### src/rtl/uart_irq_pkg.sv
package uart_irq_pkg;
  localparam int NUM_LIVE = 5;
  localparam int NUM_EVT  = 5;
  localparam int NUM_SRC  = NUM_LIVE + NUM_EVT;

  typedef enum logic [2:0] {
    SEL_NONE,
    SEL_EN,
    SEL_DIS,
    SEL_MASK,
    SEL_CAUSE,
    SEL_LIVE
  } reg_sel_e;
endpackage

### src/rtl/uart_irq_decode.sv
module uart_irq_decode
  import uart_irq_pkg::*;
#(
  parameter int ADDR_W    = 8,
  parameter int OFS_EN    = 'h08,
  parameter int OFS_DIS   = 'h0C,
  parameter int OFS_MASK  = 'h10,
  parameter int OFS_CAUSE = 'h14,
  parameter int OFS_LIVE  = 'h2C
) (
  input  logic              clk,
  input  logic              rst,
  input  logic              bus_wr,
  input  logic [ADDR_W-1:0] bus_addr,
  output reg_sel_e          sel,
  output logic              en_we,
  output logic              dis_we,
  output logic              clr_we
);
  always_comb begin
    sel = SEL_NONE;
    if (bus_addr == ADDR_W'(OFS_EN))         sel = SEL_EN;
    else if (bus_addr == ADDR_W'(OFS_DIS))   sel = SEL_DIS;
    else if (bus_addr == ADDR_W'(OFS_MASK))  sel = SEL_MASK;
    else if (bus_addr == ADDR_W'(OFS_CAUSE)) sel = SEL_CAUSE;
    else if (bus_addr == ADDR_W'(OFS_LIVE))  sel = SEL_LIVE;
  end

  // SEL_MASK and SEL_LIVE produce no strobe: those offsets are read-only
  assign en_we  = bus_wr && (sel == SEL_EN);
  assign dis_we = bus_wr && (sel == SEL_DIS);
  assign clr_we = bus_wr && (sel == SEL_CAUSE);

  // at most one register is modified per access
  a_r3_single_strobe: assert property (@(posedge clk) disable iff (rst)
    $onehot0({en_we, dis_we, clr_we}));
endmodule

### src/rtl/uart_irq_mask.sv
module uart_irq_mask #(
  parameter int NUM_SRC = 10
) (
  input  logic               clk,
  input  logic               rst,
  input  logic               set_we,
  input  logic               clr_we,
  input  logic [NUM_SRC-1:0] wval,
  output logic [NUM_SRC-1:0] mask_q,
  output logic [NUM_SRC-1:0] mask_d
);
  always_comb begin
    mask_d = mask_q;
    if (set_we) mask_d = mask_q | wval;
    if (clr_we) mask_d = mask_d & ~wval;
  end

  always_ff @(posedge clk) begin
    if (rst) mask_q <= '0;
    else     mask_q <= mask_d;
  end

  // without a set or clear strobe the mask holds its value
  a_r5_mask_only_via_strobes: assert property (@(posedge clk) disable iff (rst)
    !(set_we || clr_we) |=> $stable(mask_q));

  // bits named in a clear write are low afterwards
  a_r4_clear_takes_effect: assert property (@(posedge clk) disable iff (rst)
    clr_we |=> ((mask_q & $past(wval)) == '0));
endmodule

### src/rtl/uart_irq_cause.sv
module uart_irq_cause #(
  parameter int NUM_LIVE = 5,
  parameter int NUM_EVT  = 5,
  localparam int NUM_SRC = NUM_LIVE + NUM_EVT
) (
  input  logic                clk,
  input  logic                rst,
  input  logic [NUM_LIVE-1:0] live,
  input  logic [NUM_EVT-1:0]  evt,
  input  logic                clr_we,
  input  logic [NUM_SRC-1:0]  wval,
  output logic [NUM_SRC-1:0]  cause_q,
  output logic [NUM_SRC-1:0]  cause_d
);
  logic [NUM_SRC-1:0] set_vec;
  logic [NUM_SRC-1:0] clr_vec;

  assign set_vec = {evt, live};
  assign clr_vec = clr_we ? wval : '0;

  for (genvar b = 0; b < NUM_SRC; b++) begin : g_bit
    // a pending source overrides a clear aimed at the same bit
    assign cause_d[b] = set_vec[b] | (cause_q[b] & ~clr_vec[b]);

    always_ff @(posedge clk) begin
      if (rst) cause_q[b] <= 1'b0;
      else     cause_q[b] <= cause_d[b];
    end
  end

  // every active source leaves its bit set after the edge
  a_r9_set_beats_clear: assert property (@(posedge clk) disable iff (rst)
    (|set_vec) |=> ((cause_q & $past(set_vec)) == $past(set_vec)));

  // bits only fall through a clear write
  a_r6_no_drop_without_write: assert property (@(posedge clk) disable iff (rst)
    !clr_we |=> ((cause_q & $past(cause_q)) == $past(cause_q)));
endmodule

### src/rtl/uart_irq_rdmux.sv
module uart_irq_rdmux
  import uart_irq_pkg::*;
#(
  parameter int DATA_W   = 32,
  parameter int NUM_LIVE = 5,
  parameter int NUM_SRC  = 10
) (
  input  logic                clk,
  input  logic                rst,
  input  logic                rd_en,
  input  reg_sel_e            sel,
  input  logic [NUM_SRC-1:0]  mask_q,
  input  logic [NUM_SRC-1:0]  cause_q,
  input  logic [NUM_LIVE-1:0] live,
  output logic [DATA_W-1:0]   rdata
);
  logic [DATA_W-1:0] rd_mux;

  always_comb begin
    unique case (sel)
      SEL_MASK:  rd_mux = DATA_W'(mask_q);
      SEL_CAUSE: rd_mux = DATA_W'(cause_q);
      SEL_LIVE:  rd_mux = DATA_W'(live);
      default:   rd_mux = '0;
    endcase
  end

  always_ff @(posedge clk) begin
    if (rst)        rdata <= '0;
    else if (rd_en) rdata <= rd_mux;
  end

  // unmapped or write-only offsets read back as zero
  a_r10_unmapped_zero: assert property (@(posedge clk) disable iff (rst)
    (rd_en && (sel == SEL_NONE || sel == SEL_EN || sel == SEL_DIS)) |=> (rdata == '0));
endmodule

### src/rtl/uart_irq_ctrl.sv
module uart_irq_ctrl
  import uart_irq_pkg::*;
#(
  parameter int DATA_W    = 32,
  parameter int ADDR_W    = 8,
  parameter int OFS_EN    = 'h08,
  parameter int OFS_DIS   = 'h0C,
  parameter int OFS_MASK  = 'h10,
  parameter int OFS_CAUSE = 'h14,
  parameter int OFS_LIVE  = 'h2C
) (
  input  logic                clk,
  input  logic                rst,
  input  logic                bus_wr,
  input  logic                bus_rd,
  input  logic [ADDR_W-1:0]   bus_addr,
  input  logic [DATA_W-1:0]   bus_wdata,
  output logic [DATA_W-1:0]   bus_rdata,
  input  logic [NUM_LIVE-1:0] live_stat,
  input  logic                evt_overrun,
  input  logic                evt_frame,
  input  logic                evt_parity,
  input  logic                evt_timeout,
  input  logic                evt_modem,
  output logic                irq
);
  reg_sel_e           sel;
  logic               en_we, dis_we, clr_we;
  logic [NUM_SRC-1:0] wval;
  logic [NUM_SRC-1:0] mask_q, mask_d;
  logic [NUM_SRC-1:0] cause_q, cause_d;
  logic [NUM_EVT-1:0] evt_vec;
  logic               irq_q;
  logic               unused_wdata_hi;

  assign wval            = bus_wdata[NUM_SRC-1:0];
  assign unused_wdata_hi = ^bus_wdata[DATA_W-1:NUM_SRC];
  assign evt_vec = {evt_modem, evt_timeout, evt_parity, evt_frame, evt_overrun};

  uart_irq_decode #(
    .ADDR_W(ADDR_W), .OFS_EN(OFS_EN), .OFS_DIS(OFS_DIS),
    .OFS_MASK(OFS_MASK), .OFS_CAUSE(OFS_CAUSE), .OFS_LIVE(OFS_LIVE)
  ) u_decode (
    .clk(clk), .rst(rst), .bus_wr(bus_wr), .bus_addr(bus_addr),
    .sel(sel), .en_we(en_we), .dis_we(dis_we), .clr_we(clr_we)
  );

  uart_irq_mask #(.NUM_SRC(NUM_SRC)) u_mask (
    .clk(clk), .rst(rst), .set_we(en_we), .clr_we(dis_we),
    .wval(wval), .mask_q(mask_q), .mask_d(mask_d)
  );

  uart_irq_cause #(.NUM_LIVE(NUM_LIVE), .NUM_EVT(NUM_EVT)) u_cause (
    .clk(clk), .rst(rst), .live(live_stat), .evt(evt_vec),
    .clr_we(clr_we), .wval(wval), .cause_q(cause_q), .cause_d(cause_d)
  );

  uart_irq_rdmux #(.DATA_W(DATA_W), .NUM_LIVE(NUM_LIVE), .NUM_SRC(NUM_SRC)) u_rdmux (
    .clk(clk), .rst(rst), .rd_en(bus_rd), .sel(sel),
    .mask_q(mask_q), .cause_q(cause_q), .live(live_stat), .rdata(bus_rdata)
  );

  // irq is computed from next-state values so it moves on the same edge as the registers
  always_ff @(posedge clk) begin
    if (rst) irq_q <= 1'b0;
    else     irq_q <= |(mask_d & cause_d);
  end
  assign irq = irq_q;

  // interrupt line agrees with the stored mask and cause
  a_r8_irq_tracks_regs: assert property (@(posedge clk) disable iff (rst)
    irq_q == |(mask_q & cause_q));

  // first cycle after reset leaves everything cleared
  a_r7_reset_clears: assert property (@(posedge clk) disable iff (rst)
    $past(rst) |-> (mask_q == '0 && cause_q == '0 && !irq_q && bus_rdata == '0));
endmodule

### config.mk
export PLATFORM = sky130hd
export DESIGN_NAME = uart_irq_ctrl
export DESIGN_NICKNAME = d
export VERILOG_FILES = /design/src/rtl/uart_irq_pkg.sv /design/src/rtl/uart_irq_decode.sv /design/src/rtl/uart_irq_mask.sv /design/src/rtl/uart_irq_cause.sv /design/src/rtl/uart_irq_rdmux.sv /design/src/rtl/uart_irq_ctrl.sv
export SDC_FILE = /design/constraint.sdc
export NUM_CORES = 1
export LEC_CHECK = 0
export ABC_CLOCK_PERIOD_IN_PS = 3890
export BUFFER_PORTS_ARGS = -buffer_cell sky130_fd_sc_hd__buf_2
export CORE_ASPECT_RATIO = 0.8
export CORE_UTILIZATION = 45
export DETAILED_ROUTE_END_ITERATION = 12
export PLACE_DENSITY = 0.88
export SYNTH_ARGS = -nofsm -noshare
export SYNTH_HDL_FRONTEND = slang
export SYNTH_SLANG_ARGS = --single-unit
export TNS_END_PERCENT = 1
### constraint.sdc
create_clock -name clk -period 3.89 [get_ports clk]
set_clock_uncertainty 0.1 [all_clocks]
set_input_delay 0.1945 -clock clk [delete_from_list [all_inputs] [get_ports clk]]
set_output_delay 0.1945 -clock clk [all_outputs]
set_load 0.05 [all_outputs]
==> flow_summary.yaml, run 1 <==
hold_path:
  hold_path_class: "input pin to register"
sta:
  slew_headroom: 0.5377
  setup_viol: 0
  hold_viol_final: 0
  maxSlewViolCount: 0
  fmaxAchievable_mhz: 520.7
  fin_crit_ps: 1921
  post-route-period-util: 0.4937
  tns_ps: 0
  worst_pin_slew_ps: 691.6
  fin_ws_ps: 1969
  rsz0062_at_grt: "no"
clock_tree:
  cts_root_buf: "clkbuf_8"
  post_cts.repair.setup_buffers: 0
  clock_latency_ps: 290
  cts_made_buffers: 5
  clk_transition_reported_paths_ps: 70
  ctsResizeCount: 0
  htree_levels: 2
  cts_tree: "built"
  cts_buffer_depth: 2
  hold_buffers: 0
  clkSinkCount: 31
logic_synthesis:
  synth.top_cells.by_area: "dfxtp_1 (38%), buf_4 (10%), nor2_1 (6.3%)"
  async_reset_ff_frac: 0
  synthCells: 184
  yosysWarnings: 0
  synth.most_common_cell: "dfxtp_1"
  ys_types: 35
  seq_area_frac_synth: 0.3833
  synth_edf_count: 0
  syn_area_per_cell_sq_um: 8.799
  synth-seq-cells: 31
  synthFlopType: "dfxtp_1"
  yosysTopAreaCell: "dfxtp_1"
  netlist_area_sq_um: 1619
  synth_common_cells: "dfxtp_1 (31), nor2_1 (27), buf_4 (22)"
  yosysTopAreaCellShare: 0.3833
critical_path:
  critPathSlowestCell: "or4b_1"
  end_kind: "register"
  crit_arrival_ps: 1990
  critPathMaxFanout: 6
  required_ps: 3960
  crit_path_max_incr_delay_ps: 630
  path_cells: "buf_2 -> or4b_1 -> o31a_1 -> o22ai_1 -> o2111ai_1 -> o41a_1"
  worstSetupStartpointType: "input pin"
  worstSetupPathType: "input pin to register"
floorplanning:
  core_sq_um: 3423
  rows: 19
  die_w_um: 69.06
  die_y_um: 55.65
  ios: 87
  initial_core_util: 0.4730
  die_area_sq_um: 3843
placed_design:
  hpwl_mm: 2.644
  placed_area_sq_um: 1763
  dpl_worst_slack_ps: 1646
  portBuffers: 42
  gp_congestion: 0.8622
pwr:
  p_per_area_nw_per_um2: 415.4
  p_seq_frac: 0.426
  p_clk_frac: 0.421
  peakVddDrop_v: 0.0003366
  power.leakage_nw: 0.8513
  p_total_uw: 781.2
  p_sw_frac: 0.2824
  switching_power_uw: 220.6
  internal_power_uw: 560.5
  power_frac_comb: 0.154
global_routing:
  grt.total_usage: 0.1906
  use_met3: 0.04710
  met2_usage: 0.3135
  grt_use_met1: 0.2362
  grt_overflow_total: 0
  grt_max_degree: 26
  antenna_found_initial: 0
  grt_pass1_wl_mm: 5.775
  busiest_layer: "met2"
  grt_pass1_vias: 1284
routing:
  wl_per_cell_um: 13.36
  drt-total-wl_mm: 3.567
  dr.pass1.iters: 4
  drtAntennaViolNets: 0
  vias_per_cell: 5.453
  drc_errors: 0
  drtIter0Drc: 99
  via_count: 1456
cells_and_area:
  fillCellCount: 331
  diodes: 0
  drive_gt1_frac: 0.2578
  design_area_sq_um: 1881
  syn_to_final_growth_pct: 16.15
  final_util: 0.5493
  multiInputGateArea_sq_um: 830.8
  area.sequential_sq_um: 620.6
  layout.nets: 278
run_status:
  status: "completed"
run:
  max_cap_violations: 0
-- layout by cell type (no fill, tap or decap) --
| cell | instances |
|---|---|
| a221oi_1 | 5 |
| or4b_4 | 1 |
| buf_2 | 42 |
| clkbuf_8 | 6 |
| bufinv_16 | 1 |
| a222oi_1 | 5 |
| a41oi_1 | 3 |
| nor2_1 | 27 |
| nor4_4 | 1 |
| nand3_1 | 7 |
| o2111ai_1 | 1 |
| o31a_2 | 1 |
| and2_1 | 5 |
| nand4_1 | 7 |
| nand2_1 | 1 |
| dfxtp_1 | 31 |
| o41a_1 | 1 |
| a21oi_1 | 7 |
| a2bb2oi_1 | 2 |
| clkinv_1 | 1 |
| o2bb2ai_1 | 3 |
| o21ai_1 | 1 |
| nor4b_2 | 3 |
| or4b_1 | 1 |
| and3_1 | 2 |
| nor4_1 | 3 |
| inv_1 | 8 |
| clkinv_2 | 1 |
| o21a_1 | 3 |
| nor3_1 | 6 |
| o22ai_1 | 6 |
| o31a_1 | 2 |
| conb_1 | 22 |
| mux2i_1 | 7 |
| buf_4 | 2 |
-- stage by stage --
| stage | hold WS [ps] | cells |
|---|---|---|
| 3_3_place_gp | 322.5 | 259 |
| 4_1_cts | 35.07 | 267 |
| 5_1_grt | 38.87 | 267 |
| 6_report | 41.06 | 267 |
| 3_5_place_dp | 330.9 | 259 |
| 2_1_floorplan | 215.2 | 205 |
-- cells by family after synthesis --
group                  count (synthesis)  share of synthesized area
AND/OR/NAND/NOR                       64                     0.2264
buffers and inverters                 41                     0.1522
other                                  1                   0.002316
AO/OA/AOI/OAI                         40                     0.1924
flip-flops                            31                     0.3833
multiplexers                           7                    0.04328
-- flip-flops by register name (all words and copies together) (netlist names) --
signal           cells
irq                  1
u_cause.cause_q     10
u_mask.mask_q       10
u_rdmux.rdata       10
-- per-layer routing --
| layer | wire length, um | up-vias |
|---|---|---|
| li1 | - | 717 |
| met1 | 1498 | 661 |
| met2 | 1699 | 69 |
| met3 | 300 | 9 |
| met4 | 69 | 0 |
| met5 | 0 | - |
-- power by group through the flow --
stage	logic (mW)	registers (mW)	clock network, mW
final	0.120	0.332	0.329
after global routing	0.128	0.333	0.345
after CTS	0.119	0.333	0.331
after detailed placement	0.119	0.340	0
after global placement	0.118	0.339	0
after floorplan	0.0949	0.348	0
-- worst paths after layout --
| kind | start | end | slack, ps | cells after the start |
|---|---|---|---|---|
| setup / recovery | bus_addr[5] | irq$_SDFF_PP0_ | 1970 | 6 |
| hold / removal | evt_frame | u_cause.cause_q[6]$_SDFF_PP0_ | 40 | 3 |
| setup reg to reg | u_cause.cause_q[0]$_SDFF_PP0_ | irq$_SDFF_PP0_ | 2480 | 5 |
| hold reg to reg | u_rdmux.rdata[7]$_SDFFE_PP0P_ | u_rdmux.rdata[7]$_SDFFE_PP0P_ | 380 | 2 |
-- final cells by class --
type | count | share of cell area
Multi-Input combinational cell | 133 | 0.4418
Sequential cell | 31 | 0.3300
Timing Repair Buffer | 44 | 0.1198
Clock buffer | 6 | 0.04391
Tap cell | 42 | 0.02794
Clock inverter | 2 | 0.01863
Inverter | 9 | 0.01796
-- worst max-delay path, delay by kind of cell --
family | cells | cell delay (ps)
AO/OA/AOI/OAI | 4 | 1040
buffers and inverters | 1 | 120
AND/OR/NAND/NOR | 1 | 630
No activity file was read; power rests on OpenSTA's default activity.
==> run 2: changes to the inputs <==
--- a/config.mk
+++ b/config.mk
@@ -5,12 +5,12 @@
 export SDC_FILE = /design/constraint.sdc
 export NUM_CORES = 1
 export LEC_CHECK = 0
-export ABC_CLOCK_PERIOD_IN_PS = 3890
+export ABC_CLOCK_PERIOD_IN_PS = 1550
 export BUFFER_PORTS_ARGS = -buffer_cell sky130_fd_sc_hd__buf_2
 export CORE_ASPECT_RATIO = 0.8
-export CORE_UTILIZATION = 45
+export CORE_UTILIZATION = 40
 export DETAILED_ROUTE_END_ITERATION = 12
-export PLACE_DENSITY = 0.88
+export PLACE_DENSITY = 0.84
 export SYNTH_ARGS = -nofsm -noshare
 export SYNTH_HDL_FRONTEND = slang
 export SYNTH_SLANG_ARGS = --single-unit
==> constraint.sdc (replaced) <==
create_clock -name clk -period 1.55 [get_ports clk]
set_clock_uncertainty 0.1 [all_clocks]
set_input_delay 0.0775 -clock clk [delete_from_list [all_inputs] [get_ports clk]]
set_output_delay 0.0775 -clock clk [all_outputs]
set_load 0.05 [all_outputs]
==> run 2 against run 1 <==
  * The flow now finishes with violations (setup timing)
  * Utilization up 2.9 points
  * Combinational power rose to 3.1 times the previous value
  * Flip-flop and latch count unchanged
  * Sequential power rose to 2.5 times the previous value
  * Cell count up 18%
  * Count of clock-buffer cells in the layout unchanged
  * Die area up 12%
  * Critical path depth unchanged
  * First-iteration DRC count up 5.1%
  * Routed wire length up 20%
  * Clock power up 71%
  * Total power up 130%
  * Highest routed layer unchanged
==> flow_summary.yaml, run 2 (same netlist as run 1, synthesis figures left out) <==
routing:
  drc_errors: 0
  drtAntennaViolNets: 0
  via_count: 1630
  wl_per_cell_um: 13.67
  vias_per_cell: 5.191
  drt-total-wl_mm: 4.291
  dr.pass1.iters: 4
  drtIter0Drc: 104
cells_and_area:
  syn_to_final_growth_pct: 36.78
  top_regs: "u_cause.cause_q (10), u_mask.mask_q (10), u_rdmux.rdata (10)"
  drive_gt1_frac: 0.3475
  design_area_sq_um: 2215
  layout.nets: 314
  diodes: 0
  fillCellCount: 340
  layout_commonest_cell: "buf_2"
  final_cell_mix: "buf_2 (40), dfxtp_1 (31), buf_4 (28)"
global_routing:
  antenna_found_initial: 0
  grt.total_usage: 0.2004
  grt_overflow_total: 0
  grt_pass1_wl_mm: 6.644
  grt_max_degree: 19
  grt_pass1_vias: 1506
critical_path:
  path_cells: "buf_6 -> or4b_4 -> o31a_4 -> o22ai_1 -> o2111ai_1 -> o41a_1"
  critPathSlowestCell: "or4b_4"
  crit_arrival_ps: 1670
  worstSetupPathType: "input pin to register"
  critPathMaxFanout: 6
  worstSetupStartpointType: "input pin"
  end_kind: "register"
  crit_path_max_incr_delay_ps: 590
  required_ps: 1620
pwr:
  internal_power_mw: 1.240
  power.leakage_nw: 1.014
  switching_power_uw: 533.5
  p_clk_frac: 0.317
  p_per_area_nw_per_um2: 800.6
  power_frac_comb: 0.212
  p_seq_frac: 0.471
  peakVddDrop_v: 0.0005290
  p_sw_frac: 0.3009
run_status:
  violations: "setup timing"
  status: "complete, but fails checks"
clock_tree:
  cts_made_buffers: 5
  htree_levels: 2
  cts_buffer_depth: 2
  cts_root_buf: "clkbuf_8"
  clock_latency_ps: 280
  clkSinkCount: 31
  cts_tree: "built"
  clk_transition_reported_paths_ps: 60
sta:
  fin_crit_ps: 1605
  rsz0062_at_grt: "yes"
  worst_hold_slack_ps: 64.75
  setup_viol: 1
  fin_ws_ps: -55.47
  fmaxAchievable_mhz: 622.9
  maxSlewViolCount: 0
  post-route-period-util: 1.036
  tns_ps: -55.47
  hold_viol_final: 0
floorplanning:
  core_sq_um: 3829
  rows: 20
  ios: 87
  die_w_um: 73.13
  initial_core_util: 0.4229
  die_y_um: 58.91
  die_area_sq_um: 4308
run:
  max_cap_violations: 0
placed_design:
  gp_congestion: 0.8371
  placed_area_sq_um: 1987
  hpwl_mm: 3.112
  portBuffers: 42
hold_path:
  hold_path_class: "input pin to register"
## run 2: cell count changes in the layout (fill, tap and decap cells not counted), moves of 2 or more
cell and change:
buf_2 -2, buf_4 +26, buf_6 +3, dlygate4sd3_1 +8
## run 2: power by group through the flow
stage                     registers, mW  logic [mW]  clock network, mW
final                             0.836       0.375              0.562
after detailed placement          0.853       0.341                  0
after global routing              0.838       0.398              0.602
after global placement            0.852       0.337                  0
after floorplan                   0.872       0.238                  0
after CTS                         0.836       0.361              0.567
## run 2: layout make-up
cell class	count	area (sq um)	area share
clock buffer	6	72.57	0.03277
inverter	9	33.78	0.01525
multi-input combinational	133	874.6	0.3949
sequential	31	620.6	0.2802
tap	55	68.82	0.03107
timing repair buffer	80	544.3	0.2458
## run 2: metrics by stage
stage / total power, mW / worst slack, ps / utilization / cells
floorplan: 1.110 / -244.5 / - / 205
global route: 1.838 / -90.98 / 0.5784 / 314
detailed placement: 1.194 / -368.3 / 0.5190 / 298
global placement: 1.189 / -338.4 / 0.5190 / 298
finish: 1.773 / -55.47 / 0.5784 / 314
CTS: 1.764 / -55.90 / 0.5631 / 312
## run 2: worst max-delay path: cells and delay by family
kind / cells / cell delay (ps)
AOI/OAI and AO/OA: 4 / 900
and+or+nand+nor: 1 / 590
buffers and inverters: 1 / 100
## run 2: worst paths after layout
kind	endpoint	slack (ps)	start	depth (start not counted)
max	irq$_SDFF_PP0_	-60	bus_addr[7]	6
min	u_rdmux.rdata[5]$_SDFFE_PP0P_	60	bus_rd	3
max reg2reg	irq$_SDFF_PP0_	280	u_cause.cause_q[0]$_SDFF_PP0_	5
min reg2reg	u_rdmux.rdata[8]$_SDFFE_PP0P_	380	u_rdmux.rdata[8]$_SDFFE_PP0P_	2
## run 2: layer usage
| metal | wire [um] | track usage | up-vias | part of all wire |
|---|---|---|---|---|
| met5 | 0 | 0 | - | 0 |
| met4 | 54 | 0.07563 | 0 | 0.013 |
| met3 | 323 | 0.03938 | 9 | 0.075 |
| met2 | 2017 | 0.3175 | 78 | 0.47 |
| met1 | 1896 | 0.2707 | 754 | 0.44 |
| li1 | - | - | 789 | - |
## run 2: timing repair
item	in CTS	in global routing
gates resized for setup	4	10
pin swaps	0	5
hold buffers	8	0
endpoints found under the setup margin	1	5
buffers inserted	0	1
cloned	0	1
endpoints found under the hold margin	12	0
